<file path="config.mk">
export PLATFORM = sky130hd
export DESIGN_NAME = resetHub
export DESIGN_NICKNAME = d
export VERILOG_FILES = /design/src/rtl/resetHubPkg.sv /design/src/rtl/resetHubStretch.sv /design/src/rtl/resetHubCtrl.sv /design/src/rtl/resetHubDatapath.sv /design/src/rtl/resetHub.sv
export SDC_FILE = /design/constraint.sdc
export NUM_CORES = 1
export LEC_CHECK = 0
export ABC_AREA = 1
export CORE_ASPECT_RATIO = 0.75
export CORE_MARGIN = 2
export CORE_UTILIZATION = 59
export CTS_BUF_LIST = sky130_fd_sc_hd__clkbuf_4 sky130_fd_sc_hd__clkbuf_8 sky130_fd_sc_hd__clkbuf_16
export CTS_CLUSTER_SIZE = 40
export DETAILED_ROUTE_END_ITERATION = 16
export DONT_BUFFER_PORTS = 1
export MAX_ROUTING_LAYER = met4
export PLACE_DENSITY = 0.77
export SETUP_SLACK_MARGIN = 0.05
export SLEW_MARGIN = 10
export SYNTH_ARGS = -nofsm -noshare
export SYNTH_HDL_FRONTEND = slang
export SYNTH_SLANG_ARGS = --single-unit
</file>
<file path="constraint.sdc">
create_clock -name clk -period 1.4 [get_ports clk]
set_input_delay 0 -clock clk [delete_from_list [all_inputs] [get_ports clk]]
set_output_delay 0 -clock clk [all_outputs]
set_load 0.02 [all_outputs]
</file>
<file path="src/rtl/resetHubPkg.sv">
`timescale 1ns/1ps
package resetHubPkg;
  localparam int NUM_SRC = 6;

  // bit positions of the cause register; lower index wins
  localparam int SRC_POR     = 0;
  localparam int SRC_CORE_BO = 1;
  localparam int SRC_ANA_BO  = 2;
  localparam int SRC_EXT     = 3;
  localparam int SRC_WDT     = 4;
  localparam int SRC_SW      = 5;

  // preset of each source pipeline during power-on: the external pipe
  // starts inactive so it cannot stretch the first user release
  localparam logic [NUM_SRC-1:0] PIPE_PRESET = 6'b110111;

  typedef struct packed {
    logic               capture;   // a new reset begins this cycle
    logic [NUM_SRC-1:0] pick;      // winning cause, one-hot
    logic               userHold;  // a user-class request is active
  } ctrlStrobe_t;
endpackage

</file>
<file path="src/rtl/resetHubStretch.sv">
`timescale 1ns/1ps
module resetHubStretch #(
  parameter int STRETCH = 16
) (
  input  logic clk,
  input  logic asyncHold,
  input  logic syncHold,
  output logic rstN
);
  localparam int CW = (STRETCH > 2) ? $clog2(STRETCH) : 1;
  localparam logic [CW-1:0] LAST = CW'(STRETCH - 1);

  logic [CW-1:0] cnt;

  always_ff @(posedge clk or posedge asyncHold) begin
    if (asyncHold) begin
      cnt  <= '0;
      rstN <= 1'b0;
    end else if (syncHold) begin
      cnt  <= '0;
      rstN <= 1'b0;
    end else if (!rstN) begin
      if (cnt == LAST) rstN <= 1'b1;
      else             cnt  <= cnt + 1'b1;
    end
  end


  hold_gives_reset_chk: assert property (@(posedge clk) disable iff (asyncHold)
    syncHold |=> !rstN);
endmodule

</file>
<file path="src/rtl/resetHubCtrl.sv">
`timescale 1ns/1ps
module resetHubCtrl
  import resetHubPkg::*;
#(
  parameter int SYNC_STAGES = 2
) (
  input  logic        clk,
  input  logic        pwrStable,
  input  logic        coreBrownOut,
  input  logic        anaBrownOut,
  input  logic        wdtTimeout,
  input  logic        swResetReq,
  input  logic        extResetN,
  output logic        porHold,
  output logic        pwrHoldAsync,
  output ctrlStrobe_t strobe
);
  logic [NUM_SRC-1:0] srcRaw;
  logic [NUM_SRC-1:0] srcSeen;
  logic               anyNow;
  logic               anyPrev;

  assign porHold      = !pwrStable;
  assign pwrHoldAsync = porHold | coreBrownOut | anaBrownOut;

  always_comb begin
    srcRaw              = '0;
    srcRaw[SRC_POR]     = porHold;
    srcRaw[SRC_CORE_BO] = coreBrownOut;
    srcRaw[SRC_ANA_BO]  = anaBrownOut;
    srcRaw[SRC_EXT]     = !extResetN;
    srcRaw[SRC_WDT]     = wdtTimeout;
    srcRaw[SRC_SW]      = swResetReq;
  end

  // equal-depth pipes keep all sources aligned for cause capture;
  // the external one doubles as the pin synchronizer
  for (genvar i = 0; i < NUM_SRC; i++) begin : gSrcPipe
    logic [SYNC_STAGES-1:0] stage;
    always_ff @(posedge clk or posedge porHold) begin
      if (porHold) stage <= {SYNC_STAGES{PIPE_PRESET[i]}};
      else         stage <= {stage[SYNC_STAGES-2:0], srcRaw[i]};
    end
    assign srcSeen[i] = stage[SYNC_STAGES-1];
  end

  assign anyNow = |srcSeen;

  always_ff @(posedge clk or posedge porHold) begin
    if (porHold) anyPrev <= 1'b1;
    else         anyPrev <= anyNow;
  end

  always_comb begin
    strobe.capture  = anyNow & !anyPrev;
    strobe.pick     = srcSeen & (~srcSeen + NUM_SRC'(1));
    strobe.userHold = srcSeen[SRC_EXT] | wdtTimeout | swResetReq;
  end


  pick_single_chk: assert property (@(posedge clk) disable iff (porHold)
    strobe.capture |-> $onehot(strobe.pick));
endmodule

</file>
<file path="src/rtl/resetHubDatapath.sv">
`timescale 1ns/1ps
module resetHubDatapath
  import resetHubPkg::*;
#(
  parameter int STRETCH = 16
) (
  input  logic               clk,
  input  logic               porHold,
  input  logic               pwrHoldAsync,
  input  ctrlStrobe_t        strobe,
  output logic               fullRstN,
  output logic               userRstN,
  output logic [NUM_SRC-1:0] resetCause
);
  localparam int NUM_DOM = 2;  // 0: full domain, 1: user domain

  logic [NUM_DOM-1:0] domHold;
  logic [NUM_DOM-1:0] domRstN;

  assign domHold[0] = 1'b0;
  assign domHold[1] = strobe.userHold;

  for (genvar d = 0; d < NUM_DOM; d++) begin : gDomain
    resetHubStretch #(.STRETCH(STRETCH)) uStretch (
      .clk      (clk),
      .asyncHold(pwrHoldAsync),
      .syncHold (domHold[d]),
      .rstN     (domRstN[d])
    );
  end

  assign fullRstN = domRstN[0];
  assign userRstN = domRstN[1];

  always_ff @(posedge clk or posedge porHold) begin
    if (porHold)             resetCause <= NUM_SRC'(1) << SRC_POR;
    else if (strobe.capture) resetCause <= strobe.pick;
  end


  cause_onehot_chk: assert property (@(posedge clk) disable iff (porHold)
    $onehot(resetCause));

  cause_hold_chk: assert property (@(posedge clk) disable iff (porHold)
    !strobe.capture |=> $stable(resetCause));
endmodule

</file>
<file path="src/rtl/resetHub.sv">
`timescale 1ns/1ps
module resetHub
  import resetHubPkg::*;
#(
  parameter int STRETCH_CYCLES = 16,
  parameter int SYNC_STAGES    = 2
) (
  input  logic                   clk,
  input  logic                   pwrStable,
  input  logic                   coreBrownOut,
  input  logic                   anaBrownOut,
  input  logic                   wdtTimeout,
  input  logic                   swResetReq,
  input  logic                   extResetN,
  output logic                   fullRstN,
  output logic                   userRstN,
  output logic [NUM_SRC-1:0]     resetCause
);
  logic        porHold;
  logic        pwrHoldAsync;
  ctrlStrobe_t strobe;

  resetHubCtrl #(.SYNC_STAGES(SYNC_STAGES)) uCtrl (
    .clk         (clk),
    .pwrStable   (pwrStable),
    .coreBrownOut(coreBrownOut),
    .anaBrownOut (anaBrownOut),
    .wdtTimeout  (wdtTimeout),
    .swResetReq  (swResetReq),
    .extResetN   (extResetN),
    .porHold     (porHold),
    .pwrHoldAsync(pwrHoldAsync),
    .strobe      (strobe)
  );

  resetHubDatapath #(.STRETCH(STRETCH_CYCLES)) uData (
    .clk         (clk),
    .porHold     (porHold),
    .pwrHoldAsync(pwrHoldAsync),
    .strobe      (strobe),
    .fullRstN    (fullRstN),
    .userRstN    (userRstN),
    .resetCause  (resetCause)
  );


  user_covers_full_chk: assert property (@(posedge clk) disable iff (porHold)
    !fullRstN |-> !userRstN);

  brownout_full_chk: assert property (@(posedge clk) disable iff (porHold)
    (coreBrownOut || anaBrownOut) |-> !fullRstN);
endmodule

</file>
==> impl_metrics.json, run 1 <==
{
  "outcome": "complete, no violations",
  "critical_path.max_fanout": 6,
  "area.growth.synth_to_final_pct": 13.5,
  "synthArstFlopShare_pct": 100,
  "r2r_slack_ps": 170,
  "ys_ff_latch": 29,
  "fmax_ghz": 0.812,
  "ant_nets": 0,
  "finish.utilization_pct": 72.1,
  "coreArea_sq_um": 1760,
  "grt_pass1_wl_um": 3110,
  "root_buffer": "clkbuf_4",
  "cp-start-kind": "register",
  "vias_per_cell": 5.08,
  "cts_max_level": 2,
  "post-route-min-period_ps": 1230,
  "drive_gt1_share_pct": 23.0,
  "die_w_um": 54.2,
  "ys_seq_area_share_pct": 66.4,
  "synth-main-ff-cell": "dfrtp_1",
  "synth_top_area_share_pct": 38.1,
  "avgSynthCellArea_sq_um": 10.4,
  "path_cells": "ha_1, nand3_1, nand2_2, inv_1, nand3_1, nand2_1, inv_1",
  "crit_type": "reg -> reg",
  "yosys_warnings": 0,
  "synth_cell_type_count": 19,
  "wl_per_cell_um": 12.7,
  "synth-edff-count": 0,
  "worst_slew_pin_slew_ps": 832,
  "cts_setup_buffers": 0,
  "clkTransAtPathRegs_ps": 90,
  "grt_max_degree": 21,
  "powerDensity_nw_per_um2": 1180,
  "fin_worst_skew_ps": 6.77,
  "synth_commonest_cells": "nand2_1, dfrtp_1, inv_1",
  "cts_tree": "yes",
  "nets": 130,
  "cts_buffers": 5,
  "cts_resized": 0,
  "cp_data_required_time_ps": 1630,
  "syn_area_sq_um": 1120,
  "setup_violations": 0,
  "drc": 0,
  "ir_drop_v": 0.000903,
  "rsz0062_at_grt": "no",
  "synthCells": 107,
  "final_hold_viol_count": 0,
  "io_buffers": 0,
  "wirelength_um": 1830,
  "start_util_pct": 63.5,
  "overflow": 0,
  "p_leak_nw": 0.659,
  "cp.arrival_ps": 1460,
  "fp.dieH_um": 41.7,
  "drt-pass1-iter-count": 4,
  "die_area_sq_um": 2260,
  "cp-end-kind": "register",
  "dr_total_vias": 731,
  "antenna_cells": 0,
  "hpwl_um": 1240,
  "ctsHoldBuffers": 6,
  "slew_headroom_pct": 44.3,
  "yosysTopAreaCell": "dfrtp_1",
  "io_pins": 15,
  "worst_skew_pair.late_latency_ps": 330,
  "tns_ps": 0,
  "worst_path_max_delay_cell": "dfrtp_1",
  "gp_congestion": 0.793,
  "grt_pass1_vias": 727,
  "synthMostInstantiatedCell": "nand2_1",
  "maxCapViolCount": 0,
  "antenna_found_initial": 0,
  "slowest_delay_ps": 420,
  "min_path_type": "in -> async",
  "num_rows": 13,
  "grt_use_total_pct": 20.6,
  "first_iter_violations": 16,
  "nFillCells": 136,
  "cts_max_path_buffers": 2,
  "slew_violations": 0,
  "cts_sinks": 29,
  "fin_crit_sh_pct": 88.0,
  "synthTopCellsByArea": "dfrtp_1, dfstp_2, nand2_1",
  "synthesis.nets": 116
}
[worst max-delay path, delay by kind of cell, from the launching register on]
family | cells | cell delay, ps
adders and majority gates | 1 | 240
DFF | 1 | 420
and+or+nand+nor | 4 | 350
buffers and inverters | 2 | 130
[metal layers]
metal | track usage, % | routed length, um
met5 | - | 0
met2 | 29.9 | 849
met3 | 7.55 | 103
met4 | 10.5 | 40
met1 | 24.9 | 837
[final timing paths]
check | end | cells past startpoint | start
hold / removal | uData.resetCause[1] | 1 | pwrStable
min in group clk | uCtrl.gSrcPipe[2].stage[0] | 1 | anaBrownOut
setup reg to reg | uData.gDomain[0].uStretch.cnt[2] | 7 | uData.gDomain[0].uStretch.cnt[0]
setup / recovery | uData.gDomain[0].uStretch.cnt[2] | 7 | uData.gDomain[0].uStretch.cnt[0]
max in group asynchronous | uData.gDomain[0].uStretch.cnt[0] | 4 | pwrStable
hold reg to reg | uCtrl.gSrcPipe[2].stage[1] | 0 | uCtrl.gSrcPipe[2].stage[0]
[per-stage QoR]
step / power, mW / instances / worst slack (ps) / cell area (sq um) / hold WS (ps)
global placement: 0.985 / 130 / 210 / 1150 / -295
detailed placement: 0.991 / 130 / 183 / 1150 / -295
floorplan: 0.974 / 107 / 275 / 1120 / -296
finish: 1.49 / 144 / 169 / 1270 / 214
CTS: 1.50 / 144 / 171 / 1270 / 220
global route: 1.56 / 144 / 69.6 / 1270 / 224
[power by group]
group          internal (mW)  total [mW]  leakage [nW]  switching, mW
combinational         0.0259      0.0644         0.288         0.0385
clock                  0.189       0.494        0.0310          0.305
sequential             0.891       0.934         0.341         0.0438
total                   1.11        1.49         0.659          0.387
[registers in the layout (all words and copies together) (netlist names)]
register                     flops
uCtrl.anyPrev                    1
uCtrl.gSrcPipe.stage            12
uData.gDomain.uStretch.cnt       8
uData.gDomain.uStretch.rstN      2
uData.resetCause                 6
[placed cells by master, fill, tap and decap left out]
master / synthesis / final
dlygate4sd3_1: 0 / 6
buf_4: 0 / 1
xor2_1: 1 / 1
nor3_1: 1 / 1
nor2_2: 2 / 2
ha_1: 2 / 2
dfstp_2: 12 / 12
clkinv_2: 1 / 3
inv_1: 14 / 14
o21ai_0: 2 / 2
o21ai_1: 1 / 1
clkinvlp_4: 0 / 1
xnor2_1: 2 / 2
nand3b_1: 1 / 1
nand4_1: 2 / 2
nand2_1: 30 / 30
nand3_1: 10 / 10
clkbuf_4: 0 / 5
dfrtp_1: 17 / 17
nand3_2: 1 / 1
nand2_2: 3 / 3
o21bai_1: 1 / 1
nor2_1: 4 / 4
[layout make-up]
type | count | area (sq um) | area share, %
Inverter | 15 | 57.6 | 4.55
Timing Repair Buffer | 7 | 67.6 | 5.34
Multi-Input combinational cell | 63 | 318 | 25.1
Clock buffer | 5 | 37.5 | 2.96
Clock inverter | 3 | 17.5 | 1.38
Sequential cell | 29 | 741 | 58.5
Tap cell | 22 | 27.5 | 2.17
[logic make-up (layout without fill, tap and decap cells)]
kind of cell	after synthesis	in the layout	share of synthesized area (%)
buffers and inverters	15	30	5.16
DFF	29	29	66.4
adders and majority gates	2	2	2.24
and+or+nand+nor	54	54	21.9
AOI/OAI and AO/OA	4	4	2.02
xor gates and xnor gates	3	3	2.35
Power figures use the tool's default switching activity.
==> inputs of run 2 (changes only) <==
CORE_UTILIZATION = 53   (was 59)
PLACE_DENSITY = 0.73   (was 0.77)
clock period = 1.1 ns   (was 1.4 ns; I/O delays follow)
==> run 2 against run 1 <==
  * The run now ends with negative hold slack, negative setup slack left
  * Maximum frequency up 7.6%
  * Register-to-register slack got worse by 210 ps
  * Final cell count grew 10%
  * Largest power group unchanged
  * Total power up 34%
  * Core utilization up 3.0 points
  * Clock skew about the same
  * Highest routed layer unchanged
  * Combinational power up 49%
  * Routed wire length grew 35%
  * Sequential share of layout area fell by 9.1 points
  * Largest cell class unchanged
==> impl_metrics.json, run 2 (synthesized netlist as in run 1, its figures left out) <==
{
  "cp.arrival_ps": 1360,
  "overflow": 0,
  "finalPower_mw": 2.01,
  "ctsHoldBuffers": 5,
  "min_path_type": "in -> reg",
  "antenna_found_initial": 0,
  "grt_pass1_vias": 789,
  "nFillCells": 134,
  "io_pins": 15,
  "cts_buffers": 5,
  "setup_violations": 2,
  "fmax_ghz": 0.874,
  "cts_sinks": 29,
  "setup_ws_ps": -44.0,
  "gp_congestion": 0.773,
  "coreArea_sq_um": 2000,
  "post-route-min-period_ps": 1140,
  "multiInputGateArea_sq_um": 430,
  "cp-start-kind": "register",
  "slowest_delay_ps": 410,
  "maxCapViolCount": 0,
  "fin_crit_sh_pct": 104,
  "slew_headroom_pct": 45.2,
  "area.sequential_sq_um": 741,
  "hpwl_um": 1370,
  "die_w_um": 57.0,
  "placed_area_sq_um": 1220,
  "cp-end-kind": "register",
  "drc": 0,
  "violations": "negative hold slack, negative setup slack",
  "layout_commonest_cell": "nand2_1",
  "worst_skew_pair.late_latency_ps": 330,
  "layout_common_cells": "nand2_1, dfrtp_1, buf_4, inv_1, dfstp_2",
  "drive_gt1_share_pct": 45.2,
  "cp_data_required_time_ps": 1320,
  "area.growth.synth_to_final_pct": 34.4,
  "final_hold_viol_count": 13,
  "r2r_slack_ps": -40,
  "p_leak_nw": 0.783,
  "clkTransAtPathRegs_ps": 90,
  "layoutNonFillerInstCount": 159,
  "antenna_cells": 0,
  "cts_tree": "yes",
  "reg.largest.list": "uCtrl.gSrcPipe.stage: 12 flops, uData.gDomain.uStretch.cnt: 8 flops, uData.resetCause: 6 flops",
  "rsz0062_at_grt": "yes",
  "cts_max_path_buffers": 2,
  "wl_per_cell_um": 15.5,
  "powerDensity_nw_per_um2": 1340,
  "grt_max_degree": 21,
  "wirelength_um": 2470,
  "ant_nets": 0,
  "largest_reg_flops": 12,
  "grt_pass1_wl_um": 3390,
  "top_register": "uCtrl.gSrcPipe.stage",
  "nets": 143,
  "cpLargestDelayFamily": "flip-flops",
  "slew_violations": 0,
  "vias_per_cell": 5.20,
  "start_util_pct": 55.9,
  "post-place-ws_ps": -54.6,
  "crit_type": "reg -> reg",
  "grt_use_total_pct": 20.9,
  "critical_path.max_fanout": 6,
  "fp.dieH_um": 43.7,
  "dp.cells": 139,
  "worst_hold_slack_ps": -333,
  "io_buffers": 0,
  "cts_max_level": 2,
  "drt-pass1-iter-count": 4,
  "worst_path_max_delay_cell": "dfrtp_1",
  "outcome": "finished, violations left",
  "dr_total_vias": 827,
  "finish.utilization_pct": 75.1,
  "path_cells": "ha_4, nand3_4, nand2_4, buf_4, nand2_1, nand2_1",
  "first_iter_violations": 22,
  "die_area_sq_um": 2490,
  "ir_drop_v": 0.000966,
  "design_area_sq_um": 1500,
  "worst_slew_pin_slew_ps": 822,
  "critPathMostFrequentCell": "nand2_1",
  "fin_worst_skew_ps": 7.21,
  "num_rows": 14,
  "root_buffer": "clkbuf_4",
  "critPathBufInv": 1,
  "tns_ps": -46.8
}
run 2: changes by cell type in the layout (fill, tap and decap cells not counted), sizes merged:
cell,delta
clkinvlp,-1
clkbuf,+3
dlymetal6s4s,+1
buf,+14
clkinv,-2
dlygate4sd3,-2
run 2: what timing repair did:
action / CTS / global route
hold endpoints to repair: 40 / 13
gates cloned: 0 / 0
setup endpoints to repair: 9 / 26
pin swaps: 5 / 10
resized for setup: 8 / 21
buffers inserted: 4 / 4
run 2: final timing paths:
check | cells after the start | startpoint | to
max in group asynchronous | 4 | pwrStable | uData.gDomain[0].uStretch.rstN
min in group asynchronous | 1 | pwrStable | uData.resetCause[4]
hold / removal | 0 | wdtTimeout | uCtrl.gSrcPipe[4].stage[0]
hold reg to reg | 0 | uCtrl.gSrcPipe[2].stage[0] | uCtrl.gSrcPipe[2].stage[1]
setup reg to reg | 6 | uData.gDomain[0].uStretch.cnt[1] | uData.gDomain[0].uStretch.cnt[3]
setup / recovery | 6 | uData.gDomain[0].uStretch.cnt[1] | uData.gDomain[0].uStretch.cnt[3]
run 2: metal layers:
metal,part of all wire [%],vias up,GRT usage (%),wire [um]
li1,-,386,-,-
met1,38,405,21.1,944
met2,54,24,32.9,1330
met3,5.0,12,12.2,123
met4,3.0,0,9.77,74
met5,0,-,-,0
run 2: power breakdown:
| part | total (mW) | internal (mW) | switching, mW |
|---|---|---|---|
| Clock | 0.715 | 0.364 | 0.351 |
| Combinational | 0.0958 | 0.0422 | 0.0536 |
| Sequential | 1.20 | 1.13 | 0.0616 |
| Total | 2.01 | 1.54 | 0.467 |
run 2: layout make-up:
cell class                      instances  share of cell area [%]
Sequential cell                        29                    49.4
Multi-Input combinational cell         63                    28.7
Timing Repair Buffer                   20                    11.3
Clock buffer                            8                    4.42
Inverter                               15                    4.25
Tap cell                               24                    2.00
==> inputs of run 3 (changes only) <==
CELL_PAD_IN_SITES_DETAIL_PLACEMENT = 1   (was default)
CELL_PAD_IN_SITES_GLOBAL_PLACEMENT = 1   (was default)
CORE_UTILIZATION = 42   (was 53)
==> run 3 against run 2 <==
  * The run ends with negative setup slack left
  * Largest cell class unchanged
  * Setup slack worse by 7.6 ps
  * Sequential cell count unchanged
  * Critical path depth up 1
==> impl_metrics.json, run 3 (synthesized netlist as in run 1, its figures left out) <==
{
  "grt_pass1_wl_um": 3860,
  "powerDensity_nw_per_um2": 1480,
  "ir_drop_v": 0.000778,
  "r2r_slack_ps": -50,
  "nets": 142,
  "fp.dieH_um": 48.6,
  "largest_reg_flops": 12,
  "dp.cells": 151,
  "dr_total_vias": 790,
  "power_frac_comb_pct": 4.8,
  "coreArea_sq_um": 2560,
  "ant_nets": 0,
  "wirelength_um": 2450,
  "layout_commonest_cell": "nand2_1",
  "drc": 0,
  "area.growth.synth_to_final_pct": 35.4,
  "wl_per_cell_um": 14.4,
  "cp_data_required_time_ps": 1330,
  "slew_headroom_pct": 44.4,
  "overflow": 0,
  "r2r-end": "uData.gDomain[0].uStretch.cnt[2]",
  "internal-power_mw": 1.75,
  "root_buffer": "clkbuf_4",
  "fin_worst_skew_ps": 4.40,
  "gp_congestion": 0.728,
  "num_rows": 16,
  "placed_area_sq_um": 1230,
  "cts_tree": "yes",
  "violations": "negative setup slack",
  "rsz0062_at_grt": "yes",
  "drt-pass1-iter-count": 4,
  "outcome": "finished, violations left",
  "reg2reg_from": "uData.gDomain[0].uStretch.cnt[0]",
  "tns_ps": -90.6,
  "antenna_found_initial": 0,
  "die_area_sq_um": 3090,
  "cts_max_level": 2,
  "die_w_um": 63.5,
  "top_register": "uCtrl.gSrcPipe.stage",
  "finalPower_mw": 2.24,
  "cp-start-kind": "register",
  "design_area_sq_um": 1510,
  "critical_path.max_fanout": 6,
  "io_buffers": 0,
  "reg.largest.list": "uCtrl.gSrcPipe.stage: 12 flops, uData.gDomain.uStretch.cnt: 8 flops, uData.resetCause: 6 flops",
  "setup_ws_ps": -51.6,
  "p_sw_share_pct": 21.9,
  "antenna_cells": 0,
  "worst_skew_pair.late_latency_ps": 330,
  "io_pins": 15,
  "layout_common_cells": "nand2_1, dfrtp_1, inv_1, nand2_2",
  "setup_violations": 5,
  "worst_hold_slack_ps": 211,
  "netSwitchingPower_uw": 490,
  "post-route-min-period_ps": 1150,
  "nFillCells": 289,
  "layoutNonFillerInstCount": 170,
  "grt_use_total_pct": 18.2,
  "clkTransAtPathRegs_ps": 90,
  "crit_type": "reg -> reg",
  "start_util_pct": 43.6,
  "cts_sinks": 29,
  "grt_max_degree": 20,
  "cp.arrival_ps": 1380,
  "slew_violations": 0,
  "maxCapViolCount": 0,
  "hpwl_um": 1610,
  "min_path_type": "in -> async",
  "first_iter_violations": 18,
  "p_clk_share_pct": 41.8,
  "vias_per_cell": 4.65,
  "cp-end-kind": "register",
  "final_hold_viol_count": 0,
  "grt_pass1_vias": 834,
  "p_seq_share_pct": 53.5,
  "drive_gt1_share_pct": 47.8,
  "r2r_cells": 7,
  "cts_max_path_buffers": 2,
  "worst_slew_pin_slew_ps": 831,
  "p_leak_nw": 0.765,
  "cts_buffers": 5,
  "fmax_ghz": 0.868,
  "fin_crit_sh_pct": 105
}
## run 3: changes by cell type in the layout (fill, tap and decap cells not counted), moves of 2 or more
cell / change
nor2_1: -2
nor2_2: +2
nand2_2: +3
ha_4: -2
dlygate4sd3_1: +3
nand3_4: -2
ha_2: +2
buf_4: -2
nand3_2: +2
nand2_1: -3
## run 3: layer usage
| metal | share of wire, % | global-route usage [%] | vias up |
|---|---|---|---|
| met5 | 0 | - | - |
| met4 | 1.1 | 9.78 | 0 |
| met3 | 4.2 | 8.37 | 2 |
| met2 | 54 | 28.6 | 14 |
| met1 | 41 | 19.0 | 393 |
| li1 | - | - | 381 |
## run 3: through the flow
stage | setup slack, ps | util, %
floorplan | 40.9 | -
global placement | 15.4 | 48.0
detailed placement | -51.6 | 48.0
CTS | -4.91 | 55.8
global route | -111 | 59.0
finish | -51.6 | 59.0
## run 3: timing repair
item | CTS | global route
hold endpoints to repair | 40 | 6
buffers inserted | 2 | 2
endpoints found under the setup margin | 13 | 14
pin swaps | 5 | 5
hold buffers | 6 | 1
resized for setup | 9 | 20
cloned | 0 | 0
## run 3: critical path: stages, from the launching register on
cell and delay [ps]:
dfrtp_1 390, ha_2 200, nand3_2 90, nand2_4 90, inv_4 80, nand3_2 60
nand2_1 90, inv_1 40
## run 3: how the worst max path moves through the flow
stage                                          start  slack (ps)                                to  cells after the start
global placement    uData.gDomain[1].uStretch.cnt[1]          20  uData.gDomain[1].uStretch.cnt[0]                      7
floorplan           uData.gDomain[1].uStretch.cnt[1]          40  uData.gDomain[1].uStretch.cnt[2]                      7
detailed placement  uData.gDomain[1].uStretch.cnt[1]         -50  uData.gDomain[1].uStretch.cnt[2]                      7
global route        uData.gDomain[0].uStretch.cnt[0]        -110  uData.gDomain[0].uStretch.cnt[2]                      7
finish              uData.gDomain[0].uStretch.cnt[0]         -50  uData.gDomain[0].uStretch.cnt[2]                      7
CTS                 uData.gDomain[1].uStretch.cnt[0]          -5  uData.gDomain[1].uStretch.cnt[3]                      7
## run 3: power by group through the flow
| stage | registers [mW] | clock network [mW] | logic (mW) |
|---|---|---|---|
| after floorplan | 1.20 | 0 | 0.0388 |
| after global placement | 1.21 | 0 | 0.0510 |
| after detailed placement | 1.21 | 0 | 0.0555 |
| after CTS | 1.19 | 0.951 | 0.0921 |
| after global routing | 1.20 | 1.00 | 0.119 |
| final | 1.20 | 0.935 | 0.106 |
## run 3: layout make-up
cell class                      instances  area (sq um)  share of cell area (%)
Sequential cell                        29           742                    49.1
Clock buffer                            7          58.8                    3.89
Clock inverter                          1          30.0                    1.99
Inverter                               15          63.8                    4.22
Timing Repair Buffer                   19           160                    10.6
Multi-Input combinational cell         63           412                    27.2
Tap cell                               36          45.0                    2.98
